### src/rtl/dma_hi_pkg.sv
package dma_hi_pkg;

  localparam int NCH  = 4;
  localparam int SELW = $clog2(NCH);

  typedef enum logic [1:0] {
    XM_DEMAND  = 2'b00,
    XM_SINGLE  = 2'b01,
    XM_BLOCK   = 2'b10,
    XM_CASCADE = 2'b11
  } xfer_mode_e;

  typedef enum logic [1:0] {
    XT_VERIFY   = 2'b00,
    XT_TO_MEM   = 2'b01,
    XT_FROM_MEM = 2'b10,
    XT_RSVD     = 2'b11
  } xfer_type_e;

  // Field order matches write data bits [7:2]
  typedef struct packed {
    xfer_mode_e mode;
    logic       dec;
    logic       auto_init;
    xfer_type_e ttype;
  } chan_mode_t;

  typedef struct packed {
    logic req_wr;
    logic mask_wr;
    logic mode_wr;
    logic bp_clr;
    logic mclr;
    logic mask_all_clr;
  } cmd_t;

  function automatic logic [SELW-1:0] field_sel(input logic [7:0] d);
    return d[SELW-1:0];
  endfunction

  function automatic logic field_level(input logic [7:0] d);
    return d[2];
  endfunction

  function automatic chan_mode_t field_mode(input logic [7:0] d);
    return chan_mode_t'(d[7:2]);
  endfunction

endpackage

### src/rtl/dma_hi_decode.sv
module dma_hi_decode
  import dma_hi_pkg::*;
#(
  parameter int          ADDR_W   = 8,
  parameter logic [7:0]  OFS_REQ  = 8'hD2,
  parameter logic [7:0]  OFS_MASK = 8'hD4,
  parameter logic [7:0]  OFS_MODE = 8'hD6,
  parameter logic [7:0]  OFS_BPC  = 8'hD8,
  parameter logic [7:0]  OFS_MCLR = 8'hDA,
  parameter logic [7:0]  OFS_MALL = 8'hDC
) (
  input  logic              wr_en,
  input  logic [ADDR_W-1:0] wr_addr,
  output cmd_t              cmd
);

  always_comb begin
    cmd = '0;
    if (wr_en) begin
      cmd.req_wr       = (wr_addr == ADDR_W'(OFS_REQ));
      cmd.mask_wr      = (wr_addr == ADDR_W'(OFS_MASK));
      cmd.mode_wr      = (wr_addr == ADDR_W'(OFS_MODE));
      cmd.bp_clr       = (wr_addr == ADDR_W'(OFS_BPC));
      cmd.mclr         = (wr_addr == ADDR_W'(OFS_MCLR));
      cmd.mask_all_clr = (wr_addr == ADDR_W'(OFS_MALL));
    end
  end

  // at most one command per write, none while idle
  always_comb begin
    assert_cmd_single_R11: assert ($onehot0(cmd));
  end

endmodule

### src/rtl/dma_hi_chan.sv
module dma_hi_chan
  import dma_hi_pkg::*;
#(
  parameter int IDX = 0
) (
  input  logic       clk,
  input  logic       rst_n,
  input  cmd_t       cmd,
  input  logic [7:0] wr_data,
  output logic       mask_o,
  output logic       req_o,
  output chan_mode_t mode_o
);

  localparam logic [SELW-1:0] MY_SEL = SELW'(IDX);
  localparam logic            REQ_OK = (IDX != 0);

  logic hit;
  logic zero_sel;
  assign hit      = (field_sel(wr_data) == MY_SEL);
  assign zero_sel = (field_sel(wr_data) == '0);

  always_ff @(posedge clk) begin
    if (!rst_n || cmd.mclr) begin
      mask_o <= 1'b1;
      req_o  <= 1'b0;
      mode_o <= '0;
    end else begin
      if (cmd.mask_all_clr)
        mask_o <= 1'b0;
      else if (cmd.mask_wr && hit)
        mask_o <= field_level(wr_data);
      if (REQ_OK && cmd.req_wr && hit)
        req_o <= field_level(wr_data);
      if (cmd.mode_wr && hit)
        mode_o <= field_mode(wr_data);
    end
  end

  assert_mclr_state_R8: assert property (@(posedge clk) disable iff (!rst_n)
    cmd.mclr |=> (mask_o && !req_o && mode_o == '0));

  assert_mask_all_clr_R9: assert property (@(posedge clk) disable iff (!rst_n)
    cmd.mask_all_clr |=> !mask_o);

  assert_mode_other_R5: assert property (@(posedge clk) disable iff (!rst_n)
    (cmd.mode_wr && !hit) |=> $stable(mode_o));

  assert_req_zero_sel_R3: assert property (@(posedge clk) disable iff (!rst_n)
    (cmd.req_wr && zero_sel) |=> $stable(req_o));

endmodule

### src/rtl/dma_hi_bptr.sv
module dma_hi_bptr (
  input  logic clk,
  input  logic rst_n,
  input  logic clr,
  input  logic toggle,
  output logic bp_o
);

  always_ff @(posedge clk) begin
    if (!rst_n || clr) bp_o <= 1'b0;
    else if (toggle)   bp_o <= ~bp_o;
  end

  assert_bp_clear_R7: assert property (@(posedge clk) disable iff (!rst_n)
    clr |=> !bp_o);

  assert_bp_flip_R7: assert property (@(posedge clk) disable iff (!rst_n)
    (toggle && !clr) |=> (bp_o != $past(bp_o)));

endmodule

### src/rtl/dma_hi_ctrl.sv
module dma_hi_ctrl
  import dma_hi_pkg::*;
#(
  parameter int ADDR_W = 8
) (
  input  logic              clk,
  input  logic              rst_n,
  input  logic              wr_en,
  input  logic [ADDR_W-1:0] wr_addr,
  input  logic [7:0]        wr_data,
  input  logic              bp_toggle,
  output logic [NCH-1:0]    mask_o,
  output logic [NCH-1:0]    req_o,
  output logic [2*NCH-1:0]  xfer_mode_o,
  output logic [NCH-1:0]    addr_dec_o,
  output logic [NCH-1:0]    auto_init_o,
  output logic [2*NCH-1:0]  xfer_type_o,
  output logic              byte_ptr_o,
  output logic              illegal_req_o,
  output logic              rsvd_type_o,
  output logic              cfg_err_o
);

  cmd_t       cmd;
  chan_mode_t mode_q [NCH];

  // Named internal events
  logic illegal_evt;
  logic rsvd_evt;
  logic cascade_wr_ch0;
  logic bp_clr_any;

  dma_hi_decode #(.ADDR_W(ADDR_W)) u_dec (
    .wr_en   (wr_en),
    .wr_addr (wr_addr),
    .cmd     (cmd)
  );

  for (genvar i = 0; i < NCH; i++) begin : g_chan
    dma_hi_chan #(.IDX(i)) u_chan (
      .clk     (clk),
      .rst_n   (rst_n),
      .cmd     (cmd),
      .wr_data (wr_data),
      .mask_o  (mask_o[i]),
      .req_o   (req_o[i]),
      .mode_o  (mode_q[i])
    );
    assign xfer_mode_o[2*i +: 2] = mode_q[i].mode;
    assign addr_dec_o[i]         = mode_q[i].dec;
    assign auto_init_o[i]        = mode_q[i].auto_init;
    assign xfer_type_o[2*i +: 2] = mode_q[i].ttype;
  end

  assign bp_clr_any = cmd.bp_clr | cmd.mclr;

  dma_hi_bptr u_bptr (
    .clk    (clk),
    .rst_n  (rst_n),
    .clr    (bp_clr_any),
    .toggle (bp_toggle),
    .bp_o   (byte_ptr_o)
  );

  assign illegal_evt    = cmd.req_wr && (field_sel(wr_data) == '0);
  assign rsvd_evt       = cmd.mode_wr && (field_mode(wr_data).ttype == XT_RSVD);
  assign cascade_wr_ch0 = cmd.mode_wr && (field_sel(wr_data) == '0)
                          && (field_mode(wr_data).mode == XM_CASCADE);

  always_ff @(posedge clk) begin
    if (!rst_n) begin
      illegal_req_o <= 1'b0;
      rsvd_type_o   <= 1'b0;
    end else begin
      illegal_req_o <= illegal_evt;
      rsvd_type_o   <= rsvd_evt;
    end
  end

  assign cfg_err_o = !mask_o[0] && (mode_q[0].mode != XM_CASCADE);

  assert_illegal_flag_R3: assert property (@(posedge clk) disable iff (!rst_n)
    illegal_evt |=> (illegal_req_o && $stable(req_o)));

  assert_rsvd_flag_R6: assert property (@(posedge clk) disable iff (!rst_n)
    rsvd_evt |=> rsvd_type_o);

  assert_cascade_ok_R10: assert property (@(posedge clk) disable iff (!rst_n)
    cascade_wr_ch0 |=> !cfg_err_o);

  assert_req_ch4_idle_R2: assert property (@(posedge clk) disable iff (!rst_n)
    !req_o[0]);

endmodule

### config.mk
export PLATFORM = sky130hd
export DESIGN_NAME = dma_hi_ctrl
export DESIGN_NICKNAME = d
export VERILOG_FILES = /design/src/rtl/dma_hi_pkg.sv /design/src/rtl/dma_hi_decode.sv /design/src/rtl/dma_hi_chan.sv /design/src/rtl/dma_hi_bptr.sv /design/src/rtl/dma_hi_ctrl.sv
export SDC_FILE = /design/constraint.sdc
export NUM_CORES = 1
export LEC_CHECK = 0
export BUFFER_PORTS_ARGS = -buffer_cell sky130_fd_sc_hd__buf_4
export CAP_MARGIN = 10
export CORE_ASPECT_RATIO = 0.75
export CORE_MARGIN = 2
export CORE_UTILIZATION = 35
export CTS_CLUSTER_SIZE = 8
export DETAILED_ROUTE_END_ITERATION = 12
export GPL_ROUTABILITY_DRIVEN = 1
export PLACE_DENSITY = 0.65
export SLEW_MARGIN = 25
export SYNTH_ARGS = -nofsm -noshare
export SYNTH_HDL_FRONTEND = slang
export SYNTH_SLANG_ARGS = --single-unit
### constraint.sdc
create_clock -name clk -period 2.9 [get_ports clk]
set_clock_uncertainty 0.05 [all_clocks]
set_input_delay 0.29 -clock clk [delete_from_list [all_inputs] [get_ports clk]]
set_output_delay 0.29 -clock clk [all_outputs]
set_load 0.005 [all_outputs]
==> flow_summary.yaml <==
run_status:
  status: "finished, final reports clean"
sta:
  rsz0062_at_grt: "false"
  post-route-min-period_ns: 1.50
  drv_slew: 0
  relSlewSlack_pct: 57.8
  holdWs_ns: 0.176
  hold_viol_final: 0
  period_share_pct: 51.8
  setup_viol: 0
  fin_setup_tns_ns: 0
  tightest_slew_ns: 0.628
  max_freq_ghz: 0.665
clocking:
  clk_pin_slew_ns: 0.07
  hold_buffers: 0
  postCtsSetupBuffers: 0
  cts_resized: 0
  cts_tree: "yes"
  numCtsBuffers: 5
  clock-sinks: 34
  cts.path.max_buffers: 2
  ctsRootBufferMaster: "clkbuf_8"
  cts-htree-levels: 2
  clock_latency_ns: 0.28
routing:
  drc: 0
  ant_nets: 0
  wl_met1_um: 1730
  avgViaCountPerCell: 4.71
  dr.pass1.iters: 4
  wl_met3_um: 169
  vias: 1215
  routed.top_layer: "met4"
  wl_per_cell_um: 13.6
  drt_iter0_drc: 59
  routed_wl_um: 3510
  route.met2.wl_um: 1580
logic_synthesis:
  ys_seq_area_share_pct: 43.6
  syn-mean-instance-area_um2: 10.3
  synth_top_cell_by_area: "dfxtp_1"
  ys_ff_latch: 34
  syn_nets: 172
  synthCells: 152
  synth.top_cell.area_share_pct: 43.6
  ys_top_cells_by_area: "dfxtp_1, mux2i_1, nor2_1, nor4_4, buf_4"
  netlist_area_um2: 1560
  yosysUniqueCellTypes: 35
  yosysWarnings: 0
worst_setup_path:
  startpoint_type: "input port"
  critPathArrivalTime_ns: 1.63
  cpMaxStageDelayCell: "or3_1"
  cp_num_cells: 5
  rrSetupSlack_ns: 2.03
  crit_type: "input port to register"
  cp.required_ns: 3.03
  cp_top_family: "simple AND/OR/NAND/NOR gates"
  cp_num_buf_inv: 1
  slowest_delay_ns: 0.49
  critPathMaxFanout: 6
  cp-end-kind: "register"
  cp_cell_sequence: "buf_4 -> nand4b_4 -> or3_1 -> o21a_1 -> a211o_1"
  worst_r2r_path_depth: 2
floorplanning:
  fp.dieW_um: 81.2
  ios: 56
  initial_core_util_pct: 35.6
  placementRows: 21
  core-area_um2: 4390
  die_y_um: 61.9
  die-area_um2: 5020
global_routing:
  grt_max_degree: 33
  grt_pass1_vias: 1077
  grt_pass1_wl_um: 5360
  globalRouteOverflowTotal: 0
  track_usage_pct: 14.5
  antenna_found_initial: 0
placement:
  dp.cells: 250
  gp_congestion: 0.856
  numPortBuffers: 54
  hpwl_um: 2610
power:
  ir_drop_uv: 246
  p_leak_nw: 0.919
  finalPower_w: 0.00107
  powerDensity_nw_per_um2: 508
final_layout:
  mostFrequentLayoutCell: "buf_4"
  final_cell_mix: "buf_4, dfxtp_1, nor2_1, mux2i_1, clkbuf_8"
  fin_nets: 220
  final_layout_size_suffix_gt1_share_pct: 36.8
  antenna_cells: 0
  fin_cells: 258
  area_delta_synth_final_pct: 34.2
min_path:
  hold_class: "input port to register"
  whs_path_depth: 2
job:
  maxCapViolations: 0
==> final timing paths <==
path,from,end
worst max-delay path,wr_addr[5],g_chan[0].u_chan.mask_o
worst min-delay path,wr_addr[2],illegal_req_o
worst max register to register,g_chan[0].u_chan.mask_o,g_chan[0].u_chan.mask_o
worst min register to register,g_chan[1].u_chan.mode_o[2],g_chan[1].u_chan.mode_o[2]
==> power breakdown <==
part	leakage [nW]	switching (W)	total [W]	internal, W
clock	0.0683	0.000176	0.000521	0.000344
sequential	0.274	0.00000104	0.000469	0.000468
combinational	0.576	0.0000414	0.0000748	0.0000334
total	0.919	0.000219	0.00107	0.000846
==> stage by stage <==
| step | cell area [µm²] | worst slack, ns | utilization [%] |
|---|---|---|---|
| CTS | 2100 | 1.40 | 47.8 |
| detailed placement | 1960 | 1.09 | 44.7 |
| floorplan | 1560 | 1.31 | - |
| global placement | 1960 | 1.12 | 44.7 |
| global route | 2100 | 1.34 | 47.8 |
| finish | 2100 | 1.40 | 47.8 |
==> state kept, by name (all words and copies together), names as in the netlist <==
register	cells
g_chan.u_chan.req_o	3
g_chan.u_chan.mask_o	4
illegal_req_o	1
g_chan.u_chan.mode_o	24
u_bptr.bp_o	1
rsvd_type_o	1
==> Yosys cell counts (all sizes together) <==
library cell / instances
conb: 1
buf: 10
mux2i: 27
nand3b: 3
clkbuf: 4
or4b: 1
nand2b: 3
nor2: 32
nand2: 2
nor4b: 2
o21ai: 5
nand4: 2
a21oi: 1
and3: 1
nand4b: 1
nor3b: 2
dfxtp: 34
nand3: 1
and2: 1
o21a: 3
or3: 1
nor4: 3
a211o: 3
o21bai: 1
nor3: 2
xor2: 1
and4b: 1
nor2b: 3
a221o: 1
==> kinds of logic (layout without fill, tap and decap cells) <==
group | after synthesis | count (layout) | synth area share, %
AO/OA/AOI/OAI | 14 | 14 | 6.16
XOR/XNOR | 1 | 1 | 0.561
buffers and inverters | 14 | 63 | 5.84
flip-flops | 34 | 34 | 43.6
multiplexers | 27 | 27 | 17.3
other | 1 | 1 | 0.240
AND/OR/NAND/NOR | 61 | 61 | 26.3
==> layout make-up <==
class                   count  area, µm²
fillers                   411       2290
repair buffers             55        413
flip-flops and latches     34        681
clock buffers               5       68.8
well taps                  57       71.3
multi-input cells         104        795
clock inverters             3       68.8
==> worst register-to-register path, delay by kind of cell (launching register included) <==
| family | cells | cell delay, ns |
|---|---|---|
| compound gates | 2 | 0.37 |
| flops | 1 | 0.33 |
==> layer usage <==
layer | vias up | track usage, %
li1 | 618 | -
met1 | 564 | 20.2
met2 | 28 | 21.6
met3 | 5 | 4.19
met4 | 0 | 5.08
met5 | - | 0
Note: power is estimated with default switching activity, not from simulation.
